`config.mk`:
```
export PLATFORM = sky130hd
export DESIGN_NAME = lbk_idle_gate
export DESIGN_NICKNAME = d
export VERILOG_FILES = /design/src/rtl/lbk_pkg.sv /design/src/rtl/lbk_datapath.sv /design/src/rtl/lbk_control.sv /design/src/rtl/lbk_idle_gate.sv
export SDC_FILE = /design/constraint.sdc
export NUM_CORES = 1
export LEC_CHECK = 0
export ABC_CLOCK_PERIOD_IN_PS = 3900
export BUFFER_PORTS_ARGS = -buffer_cell sky130_fd_sc_hd__buf_2
export CORE_UTILIZATION = 35
export DETAILED_ROUTE_END_ITERATION = 7
export GPL_TIMING_DRIVEN = 0
export PLACE_DENSITY_LB_ADDON = 0.05
export SLEW_MARGIN = 5
export SYNTH_ARGS = -nofsm -noshare
export SYNTH_HDL_FRONTEND = slang
export SYNTH_SLANG_ARGS = --single-unit
```
`constraint.sdc`:
```
create_clock -name clk -period 3.9 [get_ports clk]
set_input_delay 0.78 -clock clk [delete_from_list [all_inputs] [get_ports clk]]
set_output_delay 0.78 -clock clk [all_outputs]
set_load 0.005 [all_outputs]
```
`src/rtl/lbk_pkg.sv`:
```
package lbk_pkg;

  // Strobes issued by the control half to the datapath half.
  typedef struct packed {
    logic clrIdle;   // restart the quiet-time count from zero
    logic stepIdle;  // advance the quiet-time count by one microsecond
  } lbkStrobe_t;

  // Status returned by the datapath half to the control half.
  typedef struct packed {
    logic busActive;   // synchronized bus level is active
    logic eofReached;  // quiet count has reached the end-of-frame threshold
    logic ifsReached;  // quiet count has reached the inter-frame threshold
    logic cntSat;      // quiet count at its saturation value
  } lbkFlags_t;

endpackage

```
`src/rtl/lbk_datapath.sv`:
```
module lbk_datapath
  import lbk_pkg::*;
#(
  parameter int EOF_US      = 280,
  parameter int IFS_US      = 300,
  parameter int SPEED_DIV   = 4,
  parameter int SYNC_STAGES = 2
) (
  input  logic       clk,
  input  logic       rstN,
  input  logic       busIn,
  input  logic       txOut,
  input  logic       loopSel,
  input  logic       fastMode,
  input  lbkStrobe_t strobe,
  output logic       rxLine,
  output lbkFlags_t  flags
);

  localparam int CNT_W    = $clog2(IFS_US + 1);
  localparam int EOF_FAST = EOF_US / SPEED_DIV;
  localparam int IFS_FAST = IFS_US / SPEED_DIV;

  localparam logic [CNT_W-1:0] EOF_SLOW_T = CNT_W'(EOF_US);
  localparam logic [CNT_W-1:0] IFS_SLOW_T = CNT_W'(IFS_US);
  localparam logic [CNT_W-1:0] EOF_FAST_T = CNT_W'(EOF_FAST);
  localparam logic [CNT_W-1:0] IFS_FAST_T = CNT_W'(IFS_FAST);

  logic [SYNC_STAGES-1:0] syncQ;
  logic [CNT_W-1:0]       idleCnt;
  logic [CNT_W-1:0]       eofThr;
  logic [CNT_W-1:0]       ifsThr;

  // Receive source select: the raw bus or the local transmit output.
  assign rxLine = loopSel ? txOut : busIn;

  // Bus level synchronizer for the idle measurement.
  generate
    if (SYNC_STAGES == 1) begin : g_sync1
      always_ff @(posedge clk or negedge rstN) begin
        if (!rstN) syncQ <= '0;
        else       syncQ <= busIn;
      end
    end else begin : g_syncN
      always_ff @(posedge clk or negedge rstN) begin
        if (!rstN) syncQ <= '0;
        else       syncQ <= {syncQ[SYNC_STAGES-2:0], busIn};
      end
    end
  endgenerate

  // Thresholds follow the current speed mode.
  assign eofThr = fastMode ? EOF_FAST_T : EOF_SLOW_T;
  assign ifsThr = fastMode ? IFS_FAST_T : IFS_SLOW_T;

  // Quiet-time counter.
  always_ff @(posedge clk or negedge rstN) begin
    if (!rstN) begin
      idleCnt <= '0;
    end else if (strobe.clrIdle) begin
      idleCnt <= '0;
    end else if (strobe.stepIdle) begin
      idleCnt <= idleCnt + CNT_W'(1);
    end
  end

  assign flags.busActive  = syncQ[SYNC_STAGES-1];
  assign flags.eofReached = (idleCnt >= eofThr);
  assign flags.ifsReached = (idleCnt >= ifsThr);
  assign flags.cntSat     = (idleCnt >= IFS_SLOW_T);

endmodule

```
`src/rtl/lbk_control.sv`:
```
module lbk_control
  import lbk_pkg::*;
(
  input  logic       clk,
  input  logic       rstN,
  input  logic       digLoop,
  input  logic       anaLoop,
  input  logic       rx4x,
  input  logic       usTick,
  input  lbkFlags_t  flags,
  output lbkStrobe_t strobe,
  output logic       loopSel,
  output logic       rxAllowed,
  output logic       txAllowed,
  output logic       driveEn
);

  logic rxOpen;
  logic txOpen;

  // Any loopback feeds the transmit path back to the receiver.
  assign loopSel = digLoop | anaLoop;

  // A transceiver loopback or an active bus restarts the quiet time.
  assign strobe.clrIdle  = anaLoop | flags.busActive;
  assign strobe.stepIdle = usTick & ~flags.cntSat;

  // Gates latch open once their threshold is met; loopback closes them.
  always_ff @(posedge clk or negedge rstN) begin
    if (!rstN) begin
      rxOpen <= 1'b0;
      txOpen <= 1'b0;
    end else if (anaLoop) begin
      rxOpen <= 1'b0;
      txOpen <= 1'b0;
    end else begin
      if (flags.eofReached) rxOpen <= 1'b1;
      if (flags.ifsReached) txOpen <= 1'b1;
    end
  end

  assign rxAllowed = anaLoop | rxOpen;
  assign txAllowed = (anaLoop | txOpen) & ~rx4x;
  assign driveEn   = txAllowed & ~anaLoop & ~digLoop;

endmodule

```
`src/rtl/lbk_idle_gate.sv`:
```
module lbk_idle_gate
  import lbk_pkg::*;
#(
  parameter int EOF_US      = 280,
  parameter int IFS_US      = 300,
  parameter int SPEED_DIV   = 4,
  parameter int SYNC_STAGES = 2
) (
  input  logic clk,
  input  logic rstN,
  input  logic digLoop,
  input  logic anaLoop,
  input  logic rx4x,
  input  logic usTick,
  input  logic busIn,
  input  logic txOut,
  output logic rxLine,
  output logic driveEn,
  output logic rxAllowed,
  output logic txAllowed
);

  lbkStrobe_t strobe;
  lbkFlags_t  flags;
  logic       loopSel;

  lbk_control u_ctl (
    .clk       (clk),
    .rstN      (rstN),
    .digLoop   (digLoop),
    .anaLoop   (anaLoop),
    .rx4x      (rx4x),
    .usTick    (usTick),
    .flags     (flags),
    .strobe    (strobe),
    .loopSel   (loopSel),
    .rxAllowed (rxAllowed),
    .txAllowed (txAllowed),
    .driveEn   (driveEn)
  );

  lbk_datapath #(
    .EOF_US      (EOF_US),
    .IFS_US      (IFS_US),
    .SPEED_DIV   (SPEED_DIV),
    .SYNC_STAGES (SYNC_STAGES)
  ) u_dp (
    .clk      (clk),
    .rstN     (rstN),
    .busIn    (busIn),
    .txOut    (txOut),
    .loopSel  (loopSel),
    .fastMode (rx4x),
    .strobe   (strobe),
    .rxLine   (rxLine),
    .flags    (flags)
  );

endmodule

```
[After elaboration in Yosys (flattened, before gate mapping)]
Cells that the tools add are included.
Storage, ports and cells
  memory bits (writable): 0
  word-level logic and storage cells: 32
  bits in registers: 13
  output and inout bits: 4
  input bits: 8
  ROM bits: 0
  memories kept: 0
  latch bits: 0
Cells by class
  shifts and indexed selects: 0
  multiply operators: 0
  divide/modulo/power cells: 0
  reduce and logical (&&, ||, !) cells: 3
  eq/ne operators: 0
  add/subtract/negate cells: 1
  mux-type cells: 9
  $lt $le $gt $ge: 3
  bitwise operators: 12
Operators with widths (number)
  two-way mux 9 bit: 4
  >= comparator 9 bit: 2
  adder 9 x 1 -> 9 bit, second input constant: 1
  >= comparator 9 bit, second input constant: 1
  nonzero test 2 bit: 3
  two-way mux 1 bit: 5
  AND 1 bit: 4
  inverter 1 bit: 4
  bitwise OR 1 bit: 4

[Longest topological paths before layout]
  depth in word-level cells: 5
  gate-level depth with buffers: 6
  mapped depth without buffers: 6

[By module]
From an unflattened synthesis, not the netlist that was laid out.
Second synthesis, totals
  cell total of the unflattened synthesis: 90
  area, all modules: 899.6 um2
Modules (own cells, without submodules)
  lbk_datapath: cells each 80, area each 779.5 um2, seq. area each 275.3 um2, instances 1
  lbk_control: cells each 10, area each 120.1 um2, seq. area each 50.0 um2, instances 1

[Worst setup path before layout]
Ideal clock, no wire load.
  path kind: input-to-output
  from: input port anaLoop
  to: output port rxLine
  buffers on the path: 1
  path slack: 1.737 ns
  data arrival time: 1.383 ns
  stages: 3
  cell sequence: clkbuf_1 -> nor2_1 -> mux2_2
Between the ends
  cells in the longest elaborated chain, start to end: 2
Ends and longest elaborated chain
  from (decl): RTL line lbk_idle_gate.sv:12  | input logic anaLoop,
  bitwise OR 1 bit: RTL line lbk_control.sv:22  | assign loopSel = digLoop | anaLoop;
  two-way mux 1 bit: RTL line lbk_datapath.sv:35  | assign rxLine = loopSel ? txOut : busIn;
  to (decl): RTL line lbk_idle_gate.sv:17  | output logic rxLine,
Every way passes these cells.

[Worst setup path after layout]
Same ends and word-level chain as after synthesis.

==> flow_metrics.py <==
metrics = {
    "cells_and_area": {
        "multiInputGateArea_um2": 517,
        "final_nets": 129,
        "postLayoutCellArea_um2": 985,
        "seqCellArea_um2": 325,
        "final_util_pct": 43.3,
        "n_antenna_cell": 0,
        "fillers": 227,
        "drive_above_1_share_pct": 18.3,
        "area_growth_syn_to_layout_pct": 12.8,
        "final_cells": 137,
    },
    "clocking": {
        "clk_latency_ns": 0.27,
        "cts_buffers": 3,
        "root_buffer": "clkbuf_4",
        "path_clk_slew_ns": 0.08,
        "post_cts_buffers": 0,
        "cts_tree": "built",
        "cts_sinks": 13,
        "cts_hold_buf": 0,
        "cts_buffer_depth": 2,
        "cts_resized": 0,
        "htree_levels": 1,
    },
    "synthesis": {
        "post-synth-top-count-cell": "dfrtp_1",
        "yosysWarnings": 0,
        "yosysTopAreaCellShare_pct": 37.2,
        "synth.distinct_cells": 35,
        "synth_ff_type": "dfrtp_1",
        "ys_ff_latch": 13,
        "synthAdderAreaFrac_pct": 15.8,
        "synth_edf_count": 0,
        "synth-compound-area-share_pct": 20.1,
        "synthMuxAreaShare_pct": 2.44,
        "synth_top_family_by_area": "compound AO/OA/AOI/OAI gates",
        "netlist_area_um2": 873,
        "synth_area_per_cell_um2": 9.19,
        "synth-seq-area-share_pct": 37.2,
        "yosysTopAreaCell": "dfrtp_1",
        "synthArstFlopShare_pct": 100,
        "ys_top_cells_by_area": "dfrtp_1 37%, ha_1 16%, nor2_1 4.3%",
        "synth_common_cells": "13 x dfrtp_1, 11 x ha_1, 10 x nor2_1",
        "synthXorXnorAreaFrac_pct": 2.01,
        "synth_simple_gate_area_share_pct": 18.9,
        "synthCells": 95,
        "synth.net_count": 114,
    },
    "die": {
        "dieArea_um2": 2700,
        "rows": 17,
        "start_util_pct": 38.4,
        "core_um2": 2280,
        "die_h_um": 52.0,
        "io_pins": 12,
        "die_w_um": 52.0,
    },
    "routing": {
        "avgViaCountPerCell": 5.27,
        "drc": 0,
        "first_iter_violations": 8,
        "vias": 722,
        "wirelength_um": 1790,
        "ant_nets": 0,
        "wl_per_cell_um": 13.1,
        "drt_pass1_iterations": 4,
    },
    "global_route": {
        "grt_pass1_wl_um": 3150,
        "met2_usage_pct": 28.8,
        "grtUsageMet1_pct": 18.4,
        "antenna_found_initial": 0,
        "grtUsageMet3_pct": 4.39,
        "grt_pass1_vias": 742,
        "grt_overflow_total": 0,
        "top_usage_layer": "met2",
        "grt_max_degree": 14,
        "track_usage_pct": 15.8,
    },
    "setup_path": {
        "worst_ep_arrival_time_ns": 1.57,
        "cp.required_ns": 3.12,
        "critPathKind": "in2out",
        "crit_fanout": 9,
        "start_kind": "primary input",
        "rr_worst_depth": 4,
        "endpoint_kind": "primary output",
    },
    "timing": {
        "slew-limit-headroom_pct": 68.9,
        "setup-tns-final_ns": 0,
        "worstMarginPinSlew_ns": 0.465,
        "post-route-min-period_ns": 2.35,
        "hold_ws_ns": 0.362,
        "min_period_over_period_pct": 60.3,
        "slew_viol_final": 0,
        "rsz0062_at_grt": "false",
        "setup_viol": 0,
        "setup_slack_ns": 1.55,
        "skew_ns": 0.00498,
        "hold_viol": 0,
        "max_freq_mhz": 425,
    },
    "min_path": {
        "hold_path.class": "reg2reg",
        "hold_depth": 0,
    },
    "power": {
        "p_leak_nw": 0.441,
        "power_density_nw_per_um2": 253,
        "ir_drop_v": 0.000242,
        "finalPower_mw": 0.250,
    },
    "placement": {
        "place_area_um2": 958,
        "post-dp-hpwl_um": 1380,
        "post-place-ws_ns": 1.53,
        "gp_congestion": 0.709,
        "io_buffers": 10,
        "dp_cells": 133,
    },
    "run_status": {
        "status": "finished, final reports clean",
    },
    "job": {
        "cap_violations": 0,
    },
}
logic make-up (layout without fill, tap and decap cells):
group	after synthesis	after routing
adder cells (fa/ha/maj)	11	11
flip-flops	13	13
XOR/XNOR	2	2
multiplexers	2	2
AND/OR/NAND/NOR	33	33
buffers and inverters	8	22
AO/OA/AOI/OAI	26	26
where the power goes:
group          internal [mW]  total [mW]  switching [mW]
clock                 0.0395      0.0814          0.0419
sequential             0.137       0.138         0.00135
combinational         0.0128      0.0303          0.0175
final cells by class:
type	count	share of cell area [%]
multi-input cells	74	52.5
flip-flops and latches	13	33.0
repair buffers	10	5.08
well taps	28	3.56
clock buffers	4	2.67
inverters	6	2.29
plain buffers	2	0.889
layer usage:
layer | part of all wire [%] | vias up
li1 | - | 380
met1 | 47 | 331
met2 | 49 | 9
met3 | 2.5 | 2
met4 | 0.67 | 0
met5 | 0 | -
critical path: stages:
cell and delay, ns:
clkbuf_1 0.18, nor2_1 0.16, mux2_2 0.34, buf_2 0.12
final timing paths:
path	start	endpoint	slack, ns
setup / recovery	anaLoop	rxLine	1.55
hold / removal	u_dp.syncQ[0]	u_dp.syncQ[1]	0.36
setup reg to reg	u_dp.idleCnt[3]	u_dp.idleCnt[5]	2.17
hold reg to reg	u_dp.syncQ[0]	u_dp.syncQ[1]	0.36
max in group asynchronous	rstN	u_dp.idleCnt[6]	3.28
min in group asynchronous	rstN	u_dp.idleCnt[5]	0.39
registers in the layout (all words and copies together) (netlist names):
| name | count |
|---|---|
| u_dp.syncQ | 2 |
| u_ctl.rxOpen | 1 |
| u_ctl.txOpen | 1 |
| u_dp.idleCnt | 9 |
placed cells by master (no fill, tap or decap), types with 3 or more instances in the layout:
master / synthesis / layout
buf_2: 0 / 10
o31ai_1: 4 / 4
dfrtp_1: 13 / 13
nand2_1: 7 / 7
ha_1: 11 / 11
nor2_1: 10 / 10
o21ai_0: 4 / 4
clkbuf_4: 0 / 3
a21oi_1: 7 / 7
inv_1: 6 / 6
Note: power is estimated with default switching activity, not from simulation.
